===== src/rtl/noise_gen_pkg.sv =====
package noise_gen_pkg;

  typedef enum logic [1:0] {
    NR_DIV0  = 2'd0,
    NR_DIV1  = 2'd1,
    NR_DIV2  = 2'd2,
    NR_TONE2 = 2'd3
  } noise_rate_e;

  // Lower-tap term of the feedback; the xnor variant asserts it on a cleared bit.
  function automatic logic lo_tap_term(input logic bit_v, input logic xnor_v);
    return xnor_v ? ~bit_v : bit_v;
  endfunction

endpackage


===== src/rtl/noise_rate_timer.sv =====
module noise_rate_timer
  import noise_gen_pkg::*;
#(
  parameter int TONE_W    = 10,
  parameter int BASE_LOG2 = 5
) (
  input  logic              clk_i,
  input  logic              rst_ni,
  input  logic              tick_i,
  input  logic [1:0]        rate_i,
  input  logic [TONE_W-1:0] tone_period_i,
  output logic              noise_clk_o
);

  localparam int CNT_W = (TONE_W + 1 > BASE_LOG2 + 3) ? TONE_W + 1 : BASE_LOG2 + 3;
  localparam logic [CNT_W-1:0] RST_LOAD = CNT_W'((1 << BASE_LOG2) - 1);

  logic [CNT_W-1:0] cnt_q, period, load_val;
  logic [1:0]       rate_q;
  logic             rate_chg;

  always_comb begin
    if (rate_i == 2'(NR_TONE2)) period = CNT_W'({tone_period_i, 1'b0});
    else                        period = CNT_W'(1) << (BASE_LOG2 + int'(rate_i));
    load_val = (period == '0) ? '0 : period - CNT_W'(1);
  end

  assign rate_chg    = (rate_i != rate_q);
  assign noise_clk_o = tick_i && !rate_chg && (cnt_q == '0);

  always_ff @(posedge clk_i or negedge rst_ni) begin
    if (!rst_ni) begin
      cnt_q  <= RST_LOAD;
      rate_q <= 2'(NR_DIV0);
    end else begin
      rate_q <= rate_i;
      if (rate_chg || noise_clk_o) cnt_q <= load_val;
      else if (tick_i)             cnt_q <= cnt_q - CNT_W'(1);
    end
  end

  assert_countdown_R8: assert property (@(posedge clk_i) disable iff (!rst_ni)
    (tick_i && !rate_chg && cnt_q != '0) |=> (cnt_q == $past(cnt_q) - CNT_W'(1)));

  assert_idle_R8: assert property (@(posedge clk_i) disable iff (!rst_ni)
    (!tick_i && !rate_chg) |=> $stable(cnt_q));

endmodule


===== src/rtl/noise_lfsr_core.sv =====
module noise_lfsr_core
  import noise_gen_pkg::*;
#(
  parameter int LFSR_W  = 16,
  parameter int TAP_HI  = 1,
  parameter int TAP_LO  = 5,
  parameter bit XNOR_FB = 1'b0
) (
  input  logic              clk_i,
  input  logic              rst_ni,
  input  logic              step_i,
  input  logic              reseed_i,
  input  logic              white_i,
  output logic [LFSR_W-1:0] state_o
);

  localparam logic [LFSR_W-1:0] SEED = {1'b1, {(LFSR_W-1){1'b0}}};

  logic [LFSR_W-1:0] state_q;
  logic              fb;

  assign fb = state_q[TAP_HI] ^ (lo_tap_term(state_q[TAP_LO], XNOR_FB) & white_i);

  always_ff @(posedge clk_i or negedge rst_ni) begin
    if (!rst_ni)       state_q <= SEED;
    else if (reseed_i) state_q <= SEED;
    else if (step_i)   state_q <= {fb, state_q[LFSR_W-1:1]};
  end

  assign state_o = state_q;

  assert_seed_R2: assert property (@(posedge clk_i) disable iff (!rst_ni)
    reseed_i |=> (state_q == SEED));

  assert_hold_R3: assert property (@(posedge clk_i) disable iff (!rst_ni)
    (!step_i && !reseed_i) |=> $stable(state_q));

  assert_shift_R3: assert property (@(posedge clk_i) disable iff (!rst_ni)
    (step_i && !reseed_i) |=> (state_q[LFSR_W-2:0] == $past(state_q[LFSR_W-1:1])));

  assert_periodic_R6: assert property (@(posedge clk_i) disable iff (!rst_ni)
    (step_i && !reseed_i && !white_i) |=> (state_q[LFSR_W-1] == $past(state_q[TAP_HI])));

  generate
    if (XNOR_FB) begin : g_xnor_chk
      assert_white_xnor_R5: assert property (@(posedge clk_i) disable iff (!rst_ni)
        (step_i && !reseed_i && white_i) |=>
        (state_q[LFSR_W-1] == !($past(state_q[TAP_HI]) ^ $past(state_q[TAP_LO]))));
    end else begin : g_xor_chk
      assert_white_xor_R4: assert property (@(posedge clk_i) disable iff (!rst_ni)
        (step_i && !reseed_i && white_i) |=>
        (state_q[LFSR_W-1] == ($past(state_q[TAP_HI]) ^ $past(state_q[TAP_LO]))));
    end
  endgenerate

endmodule


===== src/rtl/noise_lfsr_gen.sv =====
module noise_lfsr_gen
  import noise_gen_pkg::*;
#(
  parameter int LFSR_W     = 16,
  parameter int TONE_W     = 10,
  parameter int BASE_LOG2  = 5,
  parameter int TAP_HI     = 1,
  parameter int TAP_LO     = 5,
  parameter bit XNOR_FB    = 1'b0,
  parameter bit INVERT_OUT = 1'b0
) (
  input  logic              clk_i,
  input  logic              rst_ni,
  input  logic              tick_i,
  input  logic [1:0]        rate_i,
  input  logic              white_i,
  input  logic [TONE_W-1:0] tone2_period_i,
  input  logic              reseed_i,
  output logic              noise_o
);

  logic              noise_clk;
  logic [LFSR_W-1:0] lfsr_state;

  noise_rate_timer #(
    .TONE_W   (TONE_W),
    .BASE_LOG2(BASE_LOG2)
  ) u_timer (
    .clk_i        (clk_i),
    .rst_ni       (rst_ni),
    .tick_i       (tick_i),
    .rate_i       (rate_i),
    .tone_period_i(tone2_period_i),
    .noise_clk_o  (noise_clk)
  );

  noise_lfsr_core #(
    .LFSR_W (LFSR_W),
    .TAP_HI (TAP_HI),
    .TAP_LO (TAP_LO),
    .XNOR_FB(XNOR_FB)
  ) u_core (
    .clk_i   (clk_i),
    .rst_ni  (rst_ni),
    .step_i  (noise_clk),
    .reseed_i(reseed_i),
    .white_i (white_i),
    .state_o (lfsr_state)
  );

  generate
    if (INVERT_OUT) begin : g_inv
      assign noise_o = ~lfsr_state[0];
    end else begin : g_plain
      assign noise_o = lfsr_state[0];
    end
  endgenerate

  assert_no_step_on_rate_change_R10: assert property (@(posedge clk_i) disable iff (!rst_ni)
    (tick_i && !reseed_i && (rate_i != $past(rate_i))) |=> $stable(lfsr_state));

endmodule


===== config.mk =====
export PLATFORM = sky130hd
export DESIGN_NAME = noise_lfsr_gen
export DESIGN_NICKNAME = d
export VERILOG_FILES = /design/src/rtl/noise_gen_pkg.sv /design/src/rtl/noise_rate_timer.sv /design/src/rtl/noise_lfsr_core.sv /design/src/rtl/noise_lfsr_gen.sv
export SDC_FILE = /design/constraint.sdc
export NUM_CORES = 1
export LEC_CHECK = 0
export ABC_CLOCK_PERIOD_IN_PS = 2800
export BUFFER_PORTS_ARGS = -buffer_cell sky130_fd_sc_hd__buf_2
export CAP_MARGIN = 20
export CORE_MARGIN = 4
export CORE_UTILIZATION = 45
export CTS_BUF_LIST = sky130_fd_sc_hd__clkbuf_16
export DETAILED_ROUTE_END_ITERATION = 8
export GPL_TIMING_DRIVEN = 0
export PLACE_DENSITY_LB_ADDON = 0.12
export SETUP_SLACK_MARGIN = 0.5
export SLEW_MARGIN = 20
export SYNTH_ARGS = -nofsm -noshare
export SYNTH_HDL_FRONTEND = slang
export SYNTH_SLANG_ARGS = --single-unit

===== constraint.sdc =====
create_clock -name clk_i -period 2.8 [get_ports clk_i]
set_clock_uncertainty 0.05 [all_clocks]
set_input_delay 0.42 -clock clk_i [delete_from_list [all_inputs] [get_ports clk_i]]
set_output_delay 0.42 -clock clk_i [all_outputs]
set_load 0.05 [all_outputs]

* Yosys cells after proc, flatten, opt, wreduce, memory -nomap -nowiden
Index checks and enable logic that the tools add are counted.
Word-level totals: register bits 29, bits in latches 0, RAM bits 0, ROM bits 0, output and inout port bits 1, word-level logic and storage cells 25, memories 0
Operators by class: add/subtract/negate cells 3, multiply operators 0, divide/modulo/power cells 0, magnitude comparators 0, equality and inequality tests 2, shift operators 1, muxes and demuxes 6, bitwise gates (word level) 2, reductions and logical operators 8
Operator list (number):
- 11-bit two-way mux | 4
- 16-bit two-way mux | 2
- 1-bit by 32-bit left shift with 11-bit output (first input constant) | 1
- 11-bit zero test | 2
- 11-bit by 1-bit subtractor with 11-bit output (second input constant) | 2
- 3-bit by 2-bit adder with 4-bit output (first input constant) | 1
- 2-bit nonzero test | 2
- 2-bit equality test (second input constant) | 1
- 1-bit logical AND | 2
- 2-bit inequality test | 1
- 1-bit bitwise AND | 1
- 1-bit zero test | 1
- 1-bit logical OR | 1
- 1-bit bitwise XOR | 1

* Logic depth before layout (Yosys ltp)
depth after elaboration 6, gate-level depth with buffers 10, mapped depth without buffers 7

* Modules after synthesis
Synthesis repeated with hierarchy kept, for this count alone.
Unflattened totals: cells, all modules 189, area, all modules 1776.7 um2
Modules (own cells, without submodules):
- noise_rate_timer | instances 1, cells an instance 133, area an instance 1083.5 um2, sequential area each 331.6 um2
- noise_lfsr_core | instances 1, cells an instance 56, area an instance 693.2 um2, sequential area each 401.6 um2

* Worst setup path after synthesis
OpenSTA, ideal clock, no wires.
path type input to register, start input port rate_i[1], end register u_timer.cnt_q[9], arrival 2124 ps, required time 2625 ps, slack 501 ps, stages 10, path through buf_2 -> and2_0 -> clkbuf_4 -> nand2_1 -> ha_1 -> buf_1 -> nor3b_1 -> a21oi_1 -> a41o_1 -> mux2_2
On the way: word-level cells in the longest chain between the ends 6, elaborated cells between the ends (all ways) 14
Ends and longest elaborated chain:
- start: declaration | RTL line noise_lfsr_gen.sv:15 | input logic [1:0] rate_i,
- 3-bit by 2-bit adder with 4-bit output / 2-bit inequality test (equally long branches) | RTL line noise_rate_timer.sv:24, noise_rate_timer.sv:28
- 1-bit by 32-bit left shift with 11-bit output / 1-bit zero test (equally long branches) | RTL line noise_rate_timer.sv:24, noise_rate_timer.sv:29
- 11-bit two-way mux / 1-bit logical AND (equally long branches) | RTL line noise_rate_timer.sv:23, noise_rate_timer.sv:29
- 11-bit by 1-bit subtractor with 11-bit output (tied with other cells) | RTL line noise_rate_timer.sv:25 | load_val = (period == '0) ? '0 : period - CNT_W'(1);
- 11-bit two-way mux / 1-bit logical OR (equally long branches) | RTL line noise_rate_timer.sv:25, noise_rate_timer.sv:37
- 11-bit two-way mux / 2-bit nonzero test (equally long branches)
- end signal: assignment | RTL line noise_rate_timer.sv:37 | if (rate_chg || noise_clk_o) cnt_q <= load_val;
- end signal: assignment | RTL line noise_rate_timer.sv:38 | else if (tick_i) cnt_q <= cnt_q - CNT_W'(1);
- end: declaration | RTL line noise_rate_timer.sv:18 | logic [CNT_W-1:0] cnt_q, period, load_val;
Parallel ways exist; a longest one is shown, timed or not. A chain may end at the register's enable or synchronous reset.

* Worst setup path after layout
Ends and elaborated chain as after synthesis.

==> flow_metrics.tcl <==
set metrics [dict create \
    synthCells 191 \
    final_cells 265 \
    worst_path_max_delay_cell "mux2_2" \
    critPathCaptureType "flip-flop" \
    start_kind "input pin" \
    layout-drive-gt1-share_pct 25.3 \
    wire_per_inst_um 14.9 \
    final_design_area_no_fill_sq_um 2120 \
    mostFrequentLayoutCells "dfrtp_1 (23), buf_2 (22), a21oi_1 (19)" \
    firstDrtPassIters 5 \
    finalSetupTns_ns 0 \
    final_common_cell "dfrtp_1" \
    die_w_um 71.4 \
    totalWireLength_um 3940 \
    rsz0062_at_grt "no" \
    hp-class "in -> async" \
    rows 22 \
    syn_area_sq_um 1810 \
    cts_root_buf "clkbuf_16" \
    clock_path_buffers 2 \
    cts_tree "done" \
    finalHoldWorstSlack_ns 0.119 \
    critPathArrivalTime_ns 2.26 \
    layout_setup_ws_ns 0.648 \
    core-area_sq_um 3770 \
    start_util_pct 48.0 \
    nNetsFinal 237 \
    syn_nets 212 \
    hold_viol_final 0 \
    finalPower_mw 1.15 \
    antenna_found_initial 0 \
    leakage_nw 0.900 \
    crit_start "rate_i[1]" \
    ant_nets 0 \
    power_density_nw_per_um2 543 \
    final_max_slew_viol_count 0 \
    post-route-util_pct 56.2 \
    worstMarginPinSlew_ns 0.641 \
    timing_worst_setup_path_type "in -> reg" \
    vdd_drop_max_v 0.000407 \
    drv_cap 0 \
    period_share_pct 76.9 \
    ys_seq_area_share_pct 40.5 \
    clock_latency_ns 0.27 \
    ios 18 \
    yosys.cell_types.count 53 \
    path_max_fanout 9 \
    r2r_start "u_timer.cnt_q[5]" \
    crit_end "u_timer.cnt_q[9]" \
    place.gp.congestion 0.776 \
    via_per_inst 5.69 \
    fin_crit_ns 2.15 \
    synthFlopType "dfrtp_1" \
    synth_edf_count 0 \
    grt_pass1_vias 1396 \
    place_hpwl_um 2830 \
    die-area_sq_um 5100 \
    routed-via-count 1508 \
    status "finished clean" \
    htreeDepth 2 \
    timing.rr.end "u_core.state_o[7]" \
    pre_cts_slack_ns 0.159 \
    area_growth_pct 17.1 \
    portBuffers 17 \
    dp.cells 256 \
    slowest_delay_ns 0.26 \
    drt-initial-drc-count 54 \
    numCtsBuffers 5 \
    grt.total_usage_pct 16.9 \
    synthArstFlopShare_pct 100 \
    synth.avg_cell_area_sq_um 9.48 \
    grt-ovfl-total 0 \
    diodes 0 \
    grt_max_degree 30 \
    cp.required_ns 2.91 \
    ys_warn_count 0 \
    cts.sinks 29 \
    rrSetupSlack_ns 0.85 \
    r2r_cells 5 \
    relSlewSlack_pct 57.2 \
    drc 0 \
    grt_pass1_wl_um 6870 \
    clk_pin_slew_worst_paths_ns 0.05 \
    dieHeight_um 71.4 \
    crit_chain "buf_2 -> buf_2 -> and2_0 -> clkbuf_4 -> nand2_1 -> ha_1 -> clkbuf_4 -> nor3b_4 -> a21oi_1 -> a41o_1 -> mux2_2" \
    fmax_ghz 0.465 \
    synth-seq-cells 29 \
    placed_cell_area_sq_um 1960 \
    finalSetupViolCount 0 \
]
cells in the mapped netlist, types with 5 or more instances:
cell type	count	share of area [%]
dfrtp_1	23	32
a21oi_1	19	5.3
nand3_1	18	5.0
o21ai_0	17	4.7
xnor2_1	12	5.8
nand2_1	10	2.1
dfstp_2	6	8.7
buf_2	5	1.4
mux2i_1	5	2.8
nor2_1	5	1.0
layout make-up:
class	count	area [sq um]
inverters	4	15.0
multi-input cells	145	992
repair buffers	18	92.6
well taps	48	60.1
clock inverters	3	17.5
plain buffers	13	85.1
fillers	334	1650
flip-flops and latches	29	733
clock buffers	5	125
flip-flops by register name, summed over array words and instances (netlist names):
signal          count
u_timer.rate_q      2
u_timer.cnt_q      11
u_core.state_o     16
metal layers:
layer  vias up  GRT usage [%]  wire, um
met5         -              0         0
met4         0           5.01        47
met3         6           4.35       186
met2        38           25.0      1840
met1       719           24.4      1870
li1        745              -         -
how the worst min path moves through the flow:
stage	slack, ns	to	from
6_report	0.12	u_timer.cnt_q[5]	rst_ni
5_1_grt	0.18	u_timer.cnt_q[5]	rst_ni
4_1_cts	0.15	u_timer.cnt_q[10]	rst_ni
3_5_place_dp	0.44	u_timer.cnt_q[10]	rst_ni
3_3_place_gp	0.43	u_timer.cnt_q[5]	rst_ni
2_1_floorplan	0.07	u_core.state_o[0]	rst_ni
report_power, final:
group          internal [mW]  leakage [nW]  switching, mW  total [mW]
Clock                  0.325        0.0696          0.189       0.514
Combinational         0.0704         0.457         0.0934       0.164
Sequential             0.447         0.373         0.0259       0.473
what timing repair did:
action	4_1_cts	5_1_grt
gates resized for setup	1	3
endpoints found under the setup margin	1	1
buffers inserted	0	1
hold buffers	0	0
cells by family (layout without fill, tap and decap cells):
family	after synthesis	count (layout)	share of synthesized area, %
xor+xnor	16	16	7.74
mux	6	6	3.39
flops	29	29	40.5
simple gates	65	65	22.6
buf+inv	17	43	5.32
compound gates	54	54	17.7
fa+ha+maj	4	4	2.76
worst max-delay path, delay by kind of cell:
| family | cells | cell delay [ns] |
|---|---|---|
| buffers and inverters | 4 | 0.61 |
| AND/OR/NAND/NOR | 3 | 0.47 |
| adder cells (fa/ha/maj) | 1 | 0.16 |
| multiplexers | 1 | 0.26 |
| AO/OA/AOI/OAI | 2 | 0.34 |
(Power assumes the default switching activity.)
